[config.mk]
export PLATFORM = sky130hd
export DESIGN_NAME = stereo_rx_fifo
export DESIGN_NICKNAME = d
export VERILOG_FILES = /design/src/rtl/sfifo_pkg.sv /design/src/rtl/sfifo_store.sv /design/src/rtl/sfifo_irq_ctrl.sv /design/src/rtl/sfifo_err_flags.sv /design/src/rtl/stereo_rx_fifo.sv
export SDC_FILE = /design/constraint.sdc
export NUM_CORES = 1
export LEC_CHECK = 0
export BUFFER_PORTS_ARGS = -buffer_cell sky130_fd_sc_hd__buf_2
export CAP_MARGIN = 20
export CORE_AREA = 2 2 223 115
export CTS_CLUSTER_DIAMETER = 150
export DETAILED_ROUTE_END_ITERATION = 7
export DIE_AREA = 0 0 225 117
export PLACE_DENSITY = 0.69
export SYNTH_ARGS = -nofsm -noshare
export SYNTH_HDL_FRONTEND = slang
export SYNTH_SLANG_ARGS = --single-unit
[constraint.sdc]
create_clock -name clk -period 4.6 [get_ports clk]
set_clock_uncertainty 0.2 [all_clocks]
set_input_delay 0.69 -clock clk [delete_from_list [all_inputs] [get_ports clk]]
set_output_delay 0.69 -clock clk [all_outputs]
set_load 0.005 [all_outputs]
[src/rtl/sfifo_pkg.sv]
package sfifo_pkg;

    typedef enum logic [1:0] {
        MODE_HALF   = 2'd0,
        MODE_WHOLE  = 2'd1,
        MODE_SINGLE = 2'd2,
        MODE_RSVD   = 2'd3
    } irq_mode_e;

    typedef enum logic [1:0] {
        OCC_EMPTY = 2'd0,
        OCC_PART  = 2'd1,
        OCC_FULL  = 2'd2
    } occ_state_e;

    typedef enum logic [1:0] {
        IRQ_IDLE   = 2'd0,
        IRQ_BELOW  = 2'd1,
        IRQ_RAISED = 2'd2
    } irq_state_e;

endpackage

[src/rtl/sfifo_store.sv]
module sfifo_store
    import sfifo_pkg::*;
#(
    parameter int DEPTH    = 4,
    parameter int SAMPLE_W = 24,
    parameter int CNT_W    = $clog2(DEPTH + 1)
) (
    input  logic                clk,
    input  logic                rst_n,
    input  logic                wr_valid,
    input  logic [SAMPLE_W-1:0] wr_left,
    input  logic [SAMPLE_W-1:0] wr_right,
    input  logic                rd_pop,
    output logic [SAMPLE_W-1:0] rd_left,
    output logic [SAMPLE_W-1:0] rd_right,
    output logic [CNT_W-1:0]    count,
    output logic [CNT_W-1:0]    count_next,
    output logic                wr_drop,
    output logic                rd_starve
);

    localparam int              PTR_W    = (DEPTH > 1) ? $clog2(DEPTH) : 1;
    localparam logic [PTR_W-1:0] LAST_PTR = PTR_W'(DEPTH - 1);
    localparam logic [CNT_W-1:0] FULL_CNT = CNT_W'(DEPTH);

    logic [SAMPLE_W-1:0] mem_l [DEPTH];
    logic [SAMPLE_W-1:0] mem_r [DEPTH];

    occ_state_e          occ_q, occ_d;
    logic [PTR_W-1:0]    wptr_q, rptr_q;
    logic [CNT_W-1:0]    cnt_q, cnt_d;
    logic [SAMPLE_W-1:0] rl_q, rr_q;
    logic                wr_go, rd_go;

    always_comb begin
        wr_go = wr_valid && (occ_q != OCC_FULL);
        rd_go = rd_pop && (occ_q != OCC_EMPTY);
    end

    always_comb begin
        unique case ({wr_go, rd_go})
            2'b10:   cnt_d = cnt_q + CNT_W'(1);
            2'b01:   cnt_d = cnt_q - CNT_W'(1);
            default: cnt_d = cnt_q;
        endcase
    end

    // occupancy machine: next state
    always_comb begin
        occ_d = occ_q;
        unique case (occ_q)
            OCC_EMPTY: begin
                if (wr_go) occ_d = (FULL_CNT == CNT_W'(1)) ? OCC_FULL : OCC_PART;
            end
            OCC_PART: begin
                if (cnt_d == '0)           occ_d = OCC_EMPTY;
                else if (cnt_d == FULL_CNT) occ_d = OCC_FULL;
            end
            OCC_FULL: begin
                if (rd_go) occ_d = (cnt_d == '0) ? OCC_EMPTY : OCC_PART;
            end
            default: occ_d = OCC_EMPTY;
        endcase
    end

    // state register
    always_ff @(posedge clk or negedge rst_n) begin
        if (!rst_n) begin
            occ_q  <= OCC_EMPTY;
            cnt_q  <= '0;
            wptr_q <= '0;
            rptr_q <= '0;
        end else begin
            occ_q <= occ_d;
            cnt_q <= cnt_d;
            if (wr_go) wptr_q <= (wptr_q == LAST_PTR) ? '0 : wptr_q + PTR_W'(1);
            if (rd_go) rptr_q <= (rptr_q == LAST_PTR) ? '0 : rptr_q + PTR_W'(1);
        end
    end

    always_ff @(posedge clk) begin
        if (wr_go) begin
            mem_l[wptr_q] <= wr_left;
            mem_r[wptr_q] <= wr_right;
        end
    end

    // output register for popped data
    always_ff @(posedge clk or negedge rst_n) begin
        if (!rst_n) begin
            rl_q <= '0;
            rr_q <= '0;
        end else if (rd_pop) begin
            rl_q <= rd_go ? mem_l[rptr_q] : '0;
            rr_q <= rd_go ? mem_r[rptr_q] : '0;
        end
    end

    always_comb begin
        rd_left    = rl_q;
        rd_right   = rr_q;
        count      = cnt_q;
        count_next = cnt_d;
        wr_drop    = wr_valid && (occ_q == OCC_FULL);
        rd_starve  = rd_pop && (occ_q == OCC_EMPTY);
    end

    p_count_bound_r2: assert property (@(posedge clk) disable iff (!rst_n)
        cnt_q <= FULL_CNT);
    p_occ_match_r2: assert property (@(posedge clk) disable iff (!rst_n)
        (occ_q == OCC_EMPTY) == (cnt_q == '0));
    p_full_hold_r10: assert property (@(posedge clk) disable iff (!rst_n)
        (occ_q == OCC_FULL && wr_valid && !rd_pop) |=> (cnt_q == FULL_CNT));
    p_starve_zero_r11: assert property (@(posedge clk) disable iff (!rst_n)
        (occ_q == OCC_EMPTY && rd_pop) |=> (rl_q == '0 && rr_q == '0));

endmodule

[src/rtl/sfifo_irq_ctrl.sv]
module sfifo_irq_ctrl
    import sfifo_pkg::*;
#(
    parameter int DEPTH = 4,
    parameter int CNT_W = $clog2(DEPTH + 1)
) (
    input  logic             clk,
    input  logic             rst_n,
    input  logic [1:0]       mode,
    input  logic             enable,
    input  logic [CNT_W-1:0] level_next,
    output logic             irq_o
);

    localparam logic [CNT_W-1:0] THR_ONE  = CNT_W'(1);
    localparam logic [CNT_W-1:0] THR_HALF = CNT_W'((DEPTH / 2 > 0) ? DEPTH / 2 : 1);
    localparam logic [CNT_W-1:0] THR_FULL = CNT_W'(DEPTH);

    irq_mode_e        mode_e;
    irq_state_e       st_q, st_d;
    logic [CNT_W-1:0] thr;
    logic             active;
    logic             reach;

    always_comb begin
        mode_e = irq_mode_e'(mode);
        unique case (mode_e)
            MODE_HALF:   thr = THR_HALF;
            MODE_WHOLE:  thr = THR_FULL;
            MODE_SINGLE: thr = THR_ONE;
            default:     thr = THR_FULL;
        endcase
        active = enable && (mode_e != MODE_RSVD);
        reach  = (level_next >= thr);
    end

    // interrupt machine: next state
    always_comb begin
        st_d = st_q;
        unique case (st_q)
            IRQ_IDLE: begin
                if (active) st_d = reach ? IRQ_RAISED : IRQ_BELOW;
            end
            IRQ_BELOW: begin
                if (!active)    st_d = IRQ_IDLE;
                else if (reach) st_d = IRQ_RAISED;
            end
            IRQ_RAISED: begin
                if (!active)     st_d = IRQ_IDLE;
                else if (!reach) st_d = IRQ_BELOW;
            end
            default: st_d = IRQ_IDLE;
        endcase
    end

    // state register
    always_ff @(posedge clk or negedge rst_n) begin
        if (!rst_n) st_q <= IRQ_IDLE;
        else        st_q <= st_d;
    end

    // outputs
    always_comb begin
        irq_o = (st_q == IRQ_RAISED);
    end

    p_reserved_quiet_r7: assert property (@(posedge clk) disable iff (!rst_n)
        (mode == 2'd3) |=> !irq_o);
    p_disabled_quiet_r8: assert property (@(posedge clk) disable iff (!rst_n)
        !enable |=> !irq_o);
    p_single_fires_r6: assert property (@(posedge clk) disable iff (!rst_n)
        (enable && mode == 2'd2 && level_next != '0) |=> irq_o);

endmodule

[src/rtl/sfifo_err_flags.sv]
module sfifo_err_flags (
    input  logic clk,
    input  logic rst_n,
    input  logic set_ovr,
    input  logic set_und,
    input  logic clear,
    output logic ovr_o,
    output logic und_o
);

    logic ovr_q, und_q;

    always_ff @(posedge clk or negedge rst_n) begin
        if (!rst_n) begin
            ovr_q <= 1'b0;
            und_q <= 1'b0;
        end else begin
            ovr_q <= set_ovr | (ovr_q & ~clear);
            und_q <= set_und | (und_q & ~clear);
        end
    end

    always_comb begin
        ovr_o = ovr_q;
        und_o = und_q;
    end

    p_set_wins_r12: assert property (@(posedge clk) disable iff (!rst_n)
        (set_ovr || set_und) |=> (ovr_o || und_o));
    p_clear_works_r12: assert property (@(posedge clk) disable iff (!rst_n)
        (clear && !set_ovr && !set_und) |=> (!ovr_o && !und_o));

endmodule

[src/rtl/stereo_rx_fifo.sv]
module stereo_rx_fifo
    import sfifo_pkg::*;
#(
    parameter int DEPTH    = 4,
    parameter int SAMPLE_W = 24,
    parameter int CNT_W    = $clog2(DEPTH + 1)
) (
    input  logic                clk,
    input  logic                rst_n,
    input  logic                wr_valid,
    input  logic [SAMPLE_W-1:0] wr_left,
    input  logic [SAMPLE_W-1:0] wr_right,
    input  logic                rd_pop,
    output logic [SAMPLE_W-1:0] rd_left,
    output logic [SAMPLE_W-1:0] rd_right,
    output logic [CNT_W-1:0]    level,
    input  logic [1:0]          irq_mode,
    input  logic                irq_en,
    input  logic                err_clear,
    output logic                irq,
    output logic                overrun,
    output logic                underrun
);

    localparam logic [CNT_W-1:0] FULL_CNT = CNT_W'(DEPTH);

    logic [CNT_W-1:0] lvl_next;
    logic             drop_w, starve_r;

    sfifo_store #(.DEPTH(DEPTH), .SAMPLE_W(SAMPLE_W), .CNT_W(CNT_W)) u_store (
        .clk        (clk),
        .rst_n      (rst_n),
        .wr_valid   (wr_valid),
        .wr_left    (wr_left),
        .wr_right   (wr_right),
        .rd_pop     (rd_pop),
        .rd_left    (rd_left),
        .rd_right   (rd_right),
        .count      (level),
        .count_next (lvl_next),
        .wr_drop    (drop_w),
        .rd_starve  (starve_r)
    );

    sfifo_irq_ctrl #(.DEPTH(DEPTH), .CNT_W(CNT_W)) u_irq (
        .clk        (clk),
        .rst_n      (rst_n),
        .mode       (irq_mode),
        .enable     (irq_en),
        .level_next (lvl_next),
        .irq_o      (irq)
    );

    sfifo_err_flags u_err (
        .clk     (clk),
        .rst_n   (rst_n),
        .set_ovr (drop_w),
        .set_und (starve_r),
        .clear   (err_clear),
        .ovr_o   (overrun),
        .und_o   (underrun)
    );

    p_step_up_r2: assert property (@(posedge clk) disable iff (!rst_n)
        (wr_valid && !rd_pop && level < FULL_CNT) |=> (level == $past(level) + CNT_W'(1)));
    p_overrun_full_r10: assert property (@(posedge clk) disable iff (!rst_n)
        (level == FULL_CNT && wr_valid) |=> overrun);
    p_empty_pop_r11: assert property (@(posedge clk) disable iff (!rst_n)
        (level == '0 && rd_pop && !wr_valid) |=> (underrun && level == '0));
    p_irq_has_data_r9: assert property (@(posedge clk) disable iff (!rst_n)
        irq |-> (level != '0));

endmodule

Yosys cells after proc, flatten, opt, wreduce, memory -nomap -nowiden --
Memories as Yosys holds them, arrays and structs flattened. Cells that the tools add are included.
Cells by class: bitwise operators 5, order comparisons 1, reduce and logical (&&, ||, !) cells 12, multiplexer cells 21, equal/unequal tests 18, add/subtract/negate cells 4
Operator list (number):
- 24-bit two-way mux | 2
- 2-bit two-way mux | 12
- 2-bit equality test (second input constant) | 6
- 2-bit one-hot mux with 3 select lines | 2
- 3-bit one-hot mux with 2 select lines | 2
- 2-bit by 1-bit equality test with 1-bit output (second input constant) | 3
- 2-bit logical NOT | 3
- 2-bit by 1-bit != test with 1-bit output (second input constant) | 3
- 3-bit != test (second input constant) | 2
- 3-bit AND reduction | 2
- 1-bit logical AND | 5
- 2-bit by 1-bit adder with 2-bit output (second input constant) | 2
- 2-bit != test (second input constant) | 2
- 3-bit by 1-bit adder with 3-bit output (second input constant) | 1
- 3-bit equality test (second input constant) | 1
- 3-bit >= comparator | 1
- 3-bit logical NOT | 1
- 1-bit two-way mux | 3
- 3-bit by 1-bit != test with 1-bit output (second input constant) | 1
- 3-bit by 1-bit subtractor with 3-bit output (second input constant) | 1
- 1-bit bitwise AND | 2
- 1-bit bitwise OR | 2
- 2-bit nonzero test | 1
- 1-bit NOT | 1
Word-level totals: logic and storage cells 72, output and inout port bits 54, bits in writable memories 192, flip-flop bits (word level) 61, memories 2, input port bits 56
Memories:
- u_store.mem_l | depth 4, bits a word 24, read ports 1, clocked after memory_dff 0, wr ports 1, RTL line sfifo_store.sv:26 | logic [SAMPLE_W-1:0] mem_l [DEPTH];
- u_store.mem_r | depth 4, bits a word 24, read ports 1, clocked after memory_dff 0, wr ports 1, RTL line sfifo_store.sv:27 | logic [SAMPLE_W-1:0] mem_r [DEPTH];

Depth between registers and ports, before layout --
Gate-level depths: netlist of the first run.
depth in word-level cells 8, depth in mapped cells 14

Modules after synthesis --
A second synthesis of the first run with hierarchy kept.
Unflattened totals: cell total of the unflattened synthesis 528, area total of the unflattened synthesis 9610.5 µm²
By module, submodules not included:
- sfifo_store | instances 1, cells each 506, area an instance 9379.0 µm², seq. area each 7191.9 µm²
- sfifo_irq_ctrl | instances 1, cells each 17, area an instance 162.7 µm², seq. area each 50.0 µm²
- sfifo_err_flags | instances 1, cells each 5, area an instance 68.8 µm², seq. area each 50.0 µm²

Worst setup path before layout of the first run --
No wires, ideal clock.
kind input port to flip-flop, start in rd_pop, end reg u_irq.st_q[0], path slack 1576 ps, data required time 4333 ps, arrival 2757 ps, stages 13, path through nor2b_1 > buf_2 > buf_2 > ha_1 > inv_1 > fa_1 > xor2_1 > nor2_1 > xnor2_1 > inv_1 > ha_1 > a21oi_1 > and3_1
On the way: word-level cells in the longest chain between the ends 7
Ends and longest elaborated chain:
- start, declared | RTL line stereo_rx_fifo.sv:13 | input logic rd_pop,
- 1-bit logical AND * | RTL line sfifo_store.sv:37 | rd_go = rd_pop && (occ_q != OCC_EMPTY);
- 2-bit by 1-bit equality test with 1-bit output or 2-bit equality test (tied branches) | RTL line sfifo_store.sv:41 | unique case ({wr_go, rd_go})
- 3-bit one-hot mux with 2 select lines * | RTL line sfifo_store.sv:41
- via lvl_next[2] | RTL line stereo_rx_fifo.sv:27 | logic [CNT_W-1:0] lvl_next;
- 3-bit >= comparator * | RTL line sfifo_irq_ctrl.sv:34 | reach = (level_next >= thr);
- 2-bit two-way mux (2 in a row) | RTL line sfifo_irq_ctrl.sv:42 | if (active) st_d = reach ? IRQ_RAISED : IRQ_BELOW;
- 2-bit one-hot mux with 3 select lines | RTL line sfifo_irq_ctrl.sv:40 | unique case (st_q)
- end signal, assigned | RTL line sfifo_irq_ctrl.sv:59 | else st_q <= st_d;
- end, declared | RTL line sfifo_irq_ctrl.sv:20 | irq_state_e st_q, st_d;
Mark *: on every way through the listed nets, which the timed path passes. The rest lies on a longest branch. The select of a mux whose other input is x is not followed. A chain may end at the register's enable or synchronous reset.

Worst setup path after layout of the first run --
start reg u_store.occ_q[0], end reg u_irq.st_q[0]
On the way: word-level cells in the longest chain between the ends 8
Ends and longest elaborated chain:
- start, declared | RTL line sfifo_store.sv:29 | occ_state_e occ_q, occ_d;
- start signal, assigned | RTL line sfifo_store.sv:69 | occ_q <= OCC_EMPTY;
- start signal, assigned | RTL line sfifo_store.sv:74 | occ_q <= occ_d;
- 2-bit != test or 2-bit nonzero test (tied branches) | RTL line sfifo_store.sv:36, sfifo_store.sv:37
- 1-bit logical AND, on equally long branches | RTL line sfifo_store.sv:36, sfifo_store.sv:37
- 2-bit by 1-bit equality test with 1-bit output or 2-bit equality test (tied branches) | RTL line sfifo_store.sv:41
- 3-bit one-hot mux with 2 select lines * | RTL line sfifo_store.sv:41
- via lvl_next[2] | RTL line stereo_rx_fifo.sv:27
- 3-bit >= comparator * | RTL line sfifo_irq_ctrl.sv:34
- 2-bit two-way mux (2 in a row) | RTL line sfifo_irq_ctrl.sv:42
- 2-bit one-hot mux with 3 select lines | RTL line sfifo_irq_ctrl.sv:40
Marked as above.

==> results of run 1 <==
-- worst max-delay path: cells and delay by family (launching register included) --
| kind | cells | cell delay, ns |
|---|---|---|
| buf+inv | 2 | 0.17 |
| compound gates | 1 | 0.16 |
| flops | 1 | 0.41 |
| simple gates | 4 | 0.62 |
| fa+ha+maj | 3 | 0.87 |
| xor+xnor | 2 | 0.40 |
-- state kept, by name (all words and copies together) (netlist names) --
signal / flops
u_store.mem_r: 96
u_store.rptr_q: 2
u_store.count: 3
u_err.ovr_o: 1
u_irq.st_q: 2
u_store.wptr_q: 2
u_store.rd_right: 24
u_store.mem_l: 96
u_store.rd_left: 24
u_err.und_o: 1
u_store.occ_q: 2
-- final cells by class --
cell class / instances / share of cell area [%]
sequential: 253 / 65.0
multi-input combinational: 197 / 17.1
clock buffer: 33 / 5.82
timing repair buffer: 118 / 5.77
tap: 322 / 3.59
inverter: 58 / 1.94
clock inverter: 8 / 0.769
-- layout by cell type (no fill, tap or decap), drive strengths merged, types with 4 or more instances in the layout --
cell	n
and3	5
buf	118
clkbuf	33
clkinv	6
dfrtp	61
edfxtp	192
ha	9
inv	58
mux4	48
nand2	54
nor2	4
nor2b	4
o21ai	51
-- through the flow --
stage	area, um^2	util, %	power [mW]	setup WS, ns
floorplan	9610	-	4.70	1.58
global placement	10400	42.5	5.27	1.57
detailed placement	10400	42.5	5.29	1.55
CTS	11200	45.5	7.20	1.70
global route	11200	45.7	7.57	1.45
finish	11200	45.7	7.14	1.69
-- path summary, 6_finish.rpt --
path	startpoint	to	slack, ns	cells past startpoint
min reg2reg	u_store.rd_right[8]	u_store.rd_right[8]	0.31	2
max reg2reg	u_store.occ_q[0]	u_irq.st_q[0]	1.69	12
min	rst_n	u_store.rd_right[23]	0.10	1
max	u_store.occ_q[0]	u_irq.st_q[0]	1.69	12
min in group clk	err_clear	u_err.ovr_o	0.17	2
max in group asynchronous	rst_n	u_store.rptr_q[0]	3.45	1
-- power groups by stage --
stage	clock, mW	combinational [mW]	sequential [mW]
6_report	1.89	1.88	3.37
3_5_place_dp	0	1.77	3.53
4_1_cts	1.94	1.78	3.48
5_1_grt	2.04	2.10	3.43
2_1_floorplan	0	1.38	3.33
3_3_place_gp	0	1.75	3.52
-- per-layer routing --
layer  share of wire [%]  wire length, um  up-vias
met5                   0                0        -
met4                 1.3              259        0
met3                 7.6             1450       23
met2                  41             7860      148
met1                  50             9620     2430
li1                    -                -     2210
-- kinds of logic after synthesis --
family	share of synthesized area [%]
compound gates	3.28
xor+xnor	0.274
fa+ha+maj	1.38
buf+inv	4.22
flops	75.9
mux	11.6
simple gates	3.35
==> flow_metrics.py, run 1 <==
metrics = {
    "finish": {
        "final_net_count": 717,
        "instances_no_fill": 989,
        "post_route_cells_drive_above_1_share_pct": 31.0,
        "n_fill_cell": 2096,
        "antenna_cells": 0,
        "area_growth_syn_to_layout_pct": 16.9,
        "sequential_cell_area_um2": 7300,
        "multi_input_area_um2": 1920,
    },
    "timing": {
        "hold_ws_ns": 0.105,
        "layout_worst_path_cycle_share_pct": 63.2,
        "timing_worst_slew_pin_value_ns": 1.01,
        "rsz_0062_raised_after_global_routing": "false",
        "final.setup.tns_ns": 0,
        "finalHoldViolations": 0,
        "timing.slew.headroom_pct": 32.9,
        "finalSetupViolations": 0,
        "slew_viol_final": 0,
        "final_period_minus_worst_setup_slack_ns": 2.91,
        "max_freq_mhz": 344,
    },
    "status": {
        "status": "complete, no violations",
    },
    "clock_tree": {
        "post-cts-setup-buffers": 0,
        "clk_pin_slew_ns": 0.06,
        "cts_num_sinks": 253,
        "clockRootBuffer": "sky130_fd_sc_hd__clkbuf_16",
        "clock_tree_from_tritoncts": "yes",
        "cts_buffers": 23,
        "cts_max_path_buffers": 3,
        "post_cts_resized": 0,
        "ctsHtreeMaxLevel": 1,
        "holdBufCountCts": 0,
        "worstSkewPairLatency_ns": 0.51,
    },
    "synthesis": {
        "synth.yosys.seq_area_share_pct": 75.9,
        "synthArstFlopShare_pct": 24.1,
        "synth_top_cells_by_area": "sky130_fd_sc_hd__edfxtp_1, sky130_fd_sc_hd__dfrtp_1, sky130_fd_sc_hd__mux4_2",
        "syn-num-nets": 596,
        "postSynthCellCount": 530,
        "synth.cell_area_um2": 9610,
        "synth_flop_cell": "sky130_fd_sc_hd__edfxtp_1",
        "warnings_synthesis": 0,
        "yosysTopAreaCellShare_pct": 60.0,
        "post-synth-top-area-cell": "sky130_fd_sc_hd__edfxtp_1",
        "synth_seq_cells": 253,
        "synth_most_common_cell": "sky130_fd_sc_hd__edfxtp_1",
        "synthesis.area_per_instance_um2": 18.1,
        "ys_types": 32,
        "synth.top_cells.by_count": "sky130_fd_sc_hd__edfxtp_1, sky130_fd_sc_hd__dfrtp_1, sky130_fd_sc_hd__inv_1",
        "synth_enable_flop_cells": 192,
    },
    "global_routing": {
        "grt.met3_usage_pct": 4.04,
        "grtUsageMet2_pct": 20.7,
        "grt_pass1_wl_mm": 29.4,
        "use_met1_pct": 23.6,
        "grt_max_degree": 62,
        "first_global_vias": 4902,
        "gr-usage-all-layers_pct": 14.9,
        "grt_antenna_before_repair": 0,
        "grt_most_used_layer": "met1",
        "grt_overflow": 0,
    },
    "die": {
        "rows": 41,
        "floorplan.initialDensity_pct": 39.1,
        "die_y_um": 117,
        "coreArea_um2": 24600,
        "io-pin-count": 110,
        "die_area_um2": 26300,
        "fp.dieW_um": 225,
    },
    "worst_hold_path": {
        "hp-class": "in2async",
    },
    "worst_setup_path": {
        "cells_along_the_critical_path": "nand2b_1, nand2_1, ha_1, inv_1, fa_1, xor2_1, nor2_1, xnor2_1, inv_1, ha_1, a21oi_1, and3_1",
        "endpoint_kind": "register",
        "cp-start-kind": "register",
        "worstPathRequired_ns": 4.84,
        "timing.setup.critical_path_class": "reg2reg",
        "crit_path_top_delay_cell": "sky130_fd_sc_hd__dfrtp_1",
        "max_fanout_on_critical_path": 6,
        "cpPeakStageDelay_ns": 0.41,
        "worst_ep_arrival_time_ns": 3.15,
    },
    "placed_design": {
        "numPortBuffers": 109,
        "hpwl_mm": 11.7,
        "placed_cells_incl_taps": 946,
        "globalplace.congestion": 0.753,
    },
    "power": {
        "pwr_density_cell_nw_per_um2": 635,
        "pwr-share-clk_pct": 26.5,
        "comb_power_share_pct": 26.3,
        "sw_frac_of_total_pct": 28.9,
        "cellInternalPower_mw": 5.07,
        "switch_pwr_mw": 2.06,
        "leakagePower_nw": 4.25,
        "ir_worst_vdd_mv": 0.264,
        "share_seq_of_total_power_pct": 47.2,
    },
    "route": {
        "postRouteWirelength_mm": 19.2,
        "antenna_nets_post_route": 0,
        "route.detailed.wl_per_inst_um": 19.4,
        "vias": 4811,
        "drt-pass1-iter-count": 4,
        "initialDrtViolationCount": 455,
        "route.detailed.drc": 0,
        "avgViaCountPerCell": 4.86,
    },
    "job": {
        "drv.max_cap_violation_count": 0,
    },
}
No activity file was read; power rests on OpenSTA's default activity.
==> run 2, diff against run 1 <==
ABC_AREA = 1   (was not set)
CORE_AREA = 2 2 225 116   (was 2 2 223 115)
DIE_AREA = 0 0 227 118   (was 0 0 225 117)
PLACE_DENSITY = 0.71   (was 0.69)
clock period = 2.6 ns   (was 4.6 ns; I/O delays follow)
==> run 2 against run 1 <==
Clock power is 74% higher. Worst hold slack improved by 0.035 ns. Cell area up 8.2%. Fmax increased by 17%. Area after synthesis grew 2.5%. Count of clock-buffer cells in the layout unchanged. Largest power group unchanged. Power increased by 84%. Combinational power rose by 110%. Non-clock buffer count is 65 higher. Highest routed layer unchanged. First-iteration DRC count decreased by 5.7%. Critical endpoint unchanged.
==> flow_metrics.py, run 2 <==
metrics = {
    "clock_tree": {
        "cts_max_path_buffers": 3,
        "worstSkewPairLatency_ns": 0.51,
        "clk_pin_slew_ns": 0.07,
        "ctsHtreeMaxLevel": 1,
        "clock_tree_from_tritoncts": "yes",
        "clockRootBuffer": "sky130_fd_sc_hd__clkbuf_16",
        "cts_buffers": 23,
        "cts_num_sinks": 253,
    },
    "placed_design": {
        "hpwl_mm": 13.3,
        "numPortBuffers": 109,
        "globalplace.congestion": 0.814,
        "placed_cells_incl_taps": 1246,
    },
    "die": {
        "fp.dieW_um": 227,
        "die_area_um2": 26800,
        "io-pin-count": 110,
        "rows": 41,
        "die_y_um": 118,
        "floorplan.initialDensity_pct": 39.7,
        "coreArea_um2": 24800,
    },
    "synthesis": {
        "post-synth-top-area-cell": "sky130_fd_sc_hd__edfxtp_1",
        "warnings_synthesis": 0,
        "synthArstFlopShare_pct": 24.1,
        "synth_flop_cell": "sky130_fd_sc_hd__edfxtp_1",
        "synth_enable_flop_cells": 192,
        "synth.cell_area_um2": 9850,
        "synth.yosys.seq_area_share_pct": 74.0,
        "syn-num-nets": 882,
        "synth_most_common_cell": "sky130_fd_sc_hd__nand2_1",
        "synthesis.area_per_instance_um2": 12.1,
        "synth_seq_cells": 253,
        "postSynthCellCount": 816,
        "synth_top_cells_by_area": "sky130_fd_sc_hd__edfxtp_1, sky130_fd_sc_hd__dfrtp_1, sky130_fd_sc_hd__nand2_1",
        "synth.top_cells.by_count": "sky130_fd_sc_hd__nand2_1, sky130_fd_sc_hd__edfxtp_1, sky130_fd_sc_hd__nand3_1",
        "yosysTopAreaCellShare_pct": 58.5,
        "ys_types": 23,
    },
    "route": {
        "antenna_nets_post_route": 0,
        "drt-pass1-iter-count": 4,
        "initialDrtViolationCount": 429,
        "route.detailed.wl_per_inst_um": 16.7,
        "avgViaCountPerCell": 4.74,
        "vias": 6377,
        "postRouteWirelength_mm": 22.4,
        "route.detailed.drc": 0,
    },
    "finish": {
        "multi_input_area_um2": 2280,
        "final_net_count": 1049,
        "leading_cell_type_in_the_layout_fill_and_taps_excluded": "sky130_fd_sc_hd__nand2_1",
        "post_route_cells_drive_above_1_share_pct": 18.6,
        "n_fill_cell": 2223,
        "layout_common_cells": "sky130_fd_sc_hd__nand2_1, sky130_fd_sc_hd__edfxtp_1, sky130_fd_sc_hd__nand3_1, sky130_fd_sc_hd__buf_2, sky130_fd_sc_hd__dfrtp_1",
        "largest_registers": "u_store.mem_l: 96 flops, u_store.mem_r: 96 flops",
        "instances_no_fill": 1344,
        "sequential_cell_area_um2": 7300,
        "area_growth_syn_to_layout_pct": 23.4,
    },
    "worst_setup_path": {
        "critical_path_cell_count": 13,
        "worstReg2RegStart": "u_store.occ_q[0]",
        "cells_along_the_critical_path": "inv_2, nand2_2, nand2_2, ha_4, inv_2, fa_2, nand2_2, o21ai_2, inv_2, ha_4, nand2_2, o211ai_1, nor2b_1",
        "cpPeakStageDelay_ns": 0.53,
        "r2r.worst_path.cells": 13,
        "cp-endpoint": "u_irq.st_q[0]",
        "r2r_slack_ns": 0.11,
        "worst_ep_arrival_time_ns": 2.69,
        "critical_path_buf_inv_count": 3,
        "max_fanout_on_critical_path": 4,
        "timing.setup.critical_path_class": "reg2reg",
        "endpoint_kind": "register",
        "timing.rr.end": "u_irq.st_q[0]",
        "crit_path_top_delay_cell": "sky130_fd_sc_hd__fa_2",
        "worstPathRequired_ns": 2.79,
        "crit_start": "u_store.occ_q[0]",
        "worst_path_most_repeated_cell": "sky130_fd_sc_hd__nand2_2",
        "cp-start-kind": "register",
        "timing.critical_path.max_delay_family": "adder cells",
    },
    "global_routing": {
        "grt_max_degree": 71,
        "grt.met3_usage_pct": 3.44,
        "grt_pass1_wl_mm": 34.7,
        "first_global_vias": 6238,
        "grtUsageMet2_pct": 26.0,
        "gr-usage-all-layers_pct": 16.7,
        "grt_most_used_layer": "met2",
        "use_met1_pct": 24.8,
        "grt_antenna_before_repair": 1,
        "grt_overflow": 0,
    },
    "timing": {
        "layout_worst_path_cycle_share_pct": 95.9,
        "finalSetupViolations": 0,
        "finalHoldViolations": 0,
        "final_period_minus_worst_setup_slack_ns": 2.49,
        "slew_viol_final": 0,
        "final.setup.tns_ns": 0,
        "timing.slew.headroom_pct": 52.9,
        "timing_worst_slew_pin_value_ns": 0.707,
        "hold_ws_ns": 0.140,
        "max_freq_mhz": 401,
        "rsz_0062_raised_after_global_routing": "false",
    },
    "power": {
        "leakagePower_nw": 5.03,
        "ir_worst_vdd_mv": 0.539,
        "pwr_density_cell_nw_per_um2": 1080,
    },
    "worst_hold_path": {
        "hp-class": "in2reg",
    },
    "status": {
        "status": "complete, no violations",
    },
    "job": {
        "drv.max_cap_violation_count": 0,
    },
}
==> run 2: worst min-delay path, stage by stage <==
cell and delay (ns):
sky130_fd_sc_hd__buf_2 0.07, sky130_fd_sc_hd__inv_1 0.05, sky130_fd_sc_hd__o21ai_0 0.15, sky130_fd_sc_hd__a21oi_1 0.06
sky130_fd_sc_hd__nand2_1 0.06, sky130_fd_sc_hd__inv_1 0.03
==> run 2: timing repair <==
| action | 4_1_cts | 5_1_grt |
|---|---|---|
| hold endpoints to repair | 227 | 0 |
| gates resized for setup | 0 | 11 |
| hold buffers | 53 | 0 |
| setup buffers | 0 | 4 |
| endpoints found under the setup margin | 0 | 2 |
==> run 2: kinds of logic (layout without fill, tap and decap cells) <==
group | Yosys count | after routing | synth area share [%]
DFF | 253 | 253 | 74.0
other | 0 | 1 | 0
and+or+nand+nor | 473 | 473 | 20.2
AOI/OAI and AO/OA | 14 | 14 | 0.737
adders and majority gates | 10 | 10 | 1.35
buffers and inverters | 66 | 249 | 3.63
==> run 2: worst min path at each step <==
stage | to | depth (start not counted) | startpoint
floorplan | u_err.ovr_o | 0 | rst_n
global placement | u_store.rd_left[13] | 1 | rst_n
detailed placement | u_store.rd_left[13] | 1 | rst_n
CTS | u_irq.st_q[1] | 6 | irq_mode[1]
global route | u_store.occ_q[0] | 5 | wr_valid
finish | u_irq.st_q[1] | 6 | irq_mode[1]
==> run 2: metal layers <==
metal	part of all wire, %	vias to the layer above
met4	1.4	0
met5	0	-
met1	48	3062
met3	5.9	28
li1	-	3118
met2	44	169
==> run 2: per-stage QoR <==
stage	worst slack [ns]	area (um^2)	total power, mW	util [%]
4_1_cts	0.0451	12100	13.1	48.7
6_report	0.108	12200	13.1	48.9
5_1_grt	0.0111	12200	13.9	48.9
3_5_place_dp	0.0515	10800	9.71	43.7
3_3_place_gp	0.119	10800	9.59	43.7
2_1_floorplan	-0.731	9870	8.37	-
==> run 2: report_power, final <==
part | switching [mW] | leakage [nW] | internal, mW
Combinational | 2.53 | 2.15 | 1.42
Sequential | 0.443 | 2.53 | 5.42
Clock | 1.43 | 0.352 | 1.84
Total | 4.41 | 5.03 | 8.69
==> run 2: area by class of cell <==
class                   count  share of cell area, %
clock buffers              33                   5.37
repair buffers            183                   10.9
diodes                      1                 0.0206
multi-input cells         497                   18.8
well taps                 344                   3.54
clock inverters             8                  0.525
flip-flops and latches    253                   60.1
inverters                  25                  0.793
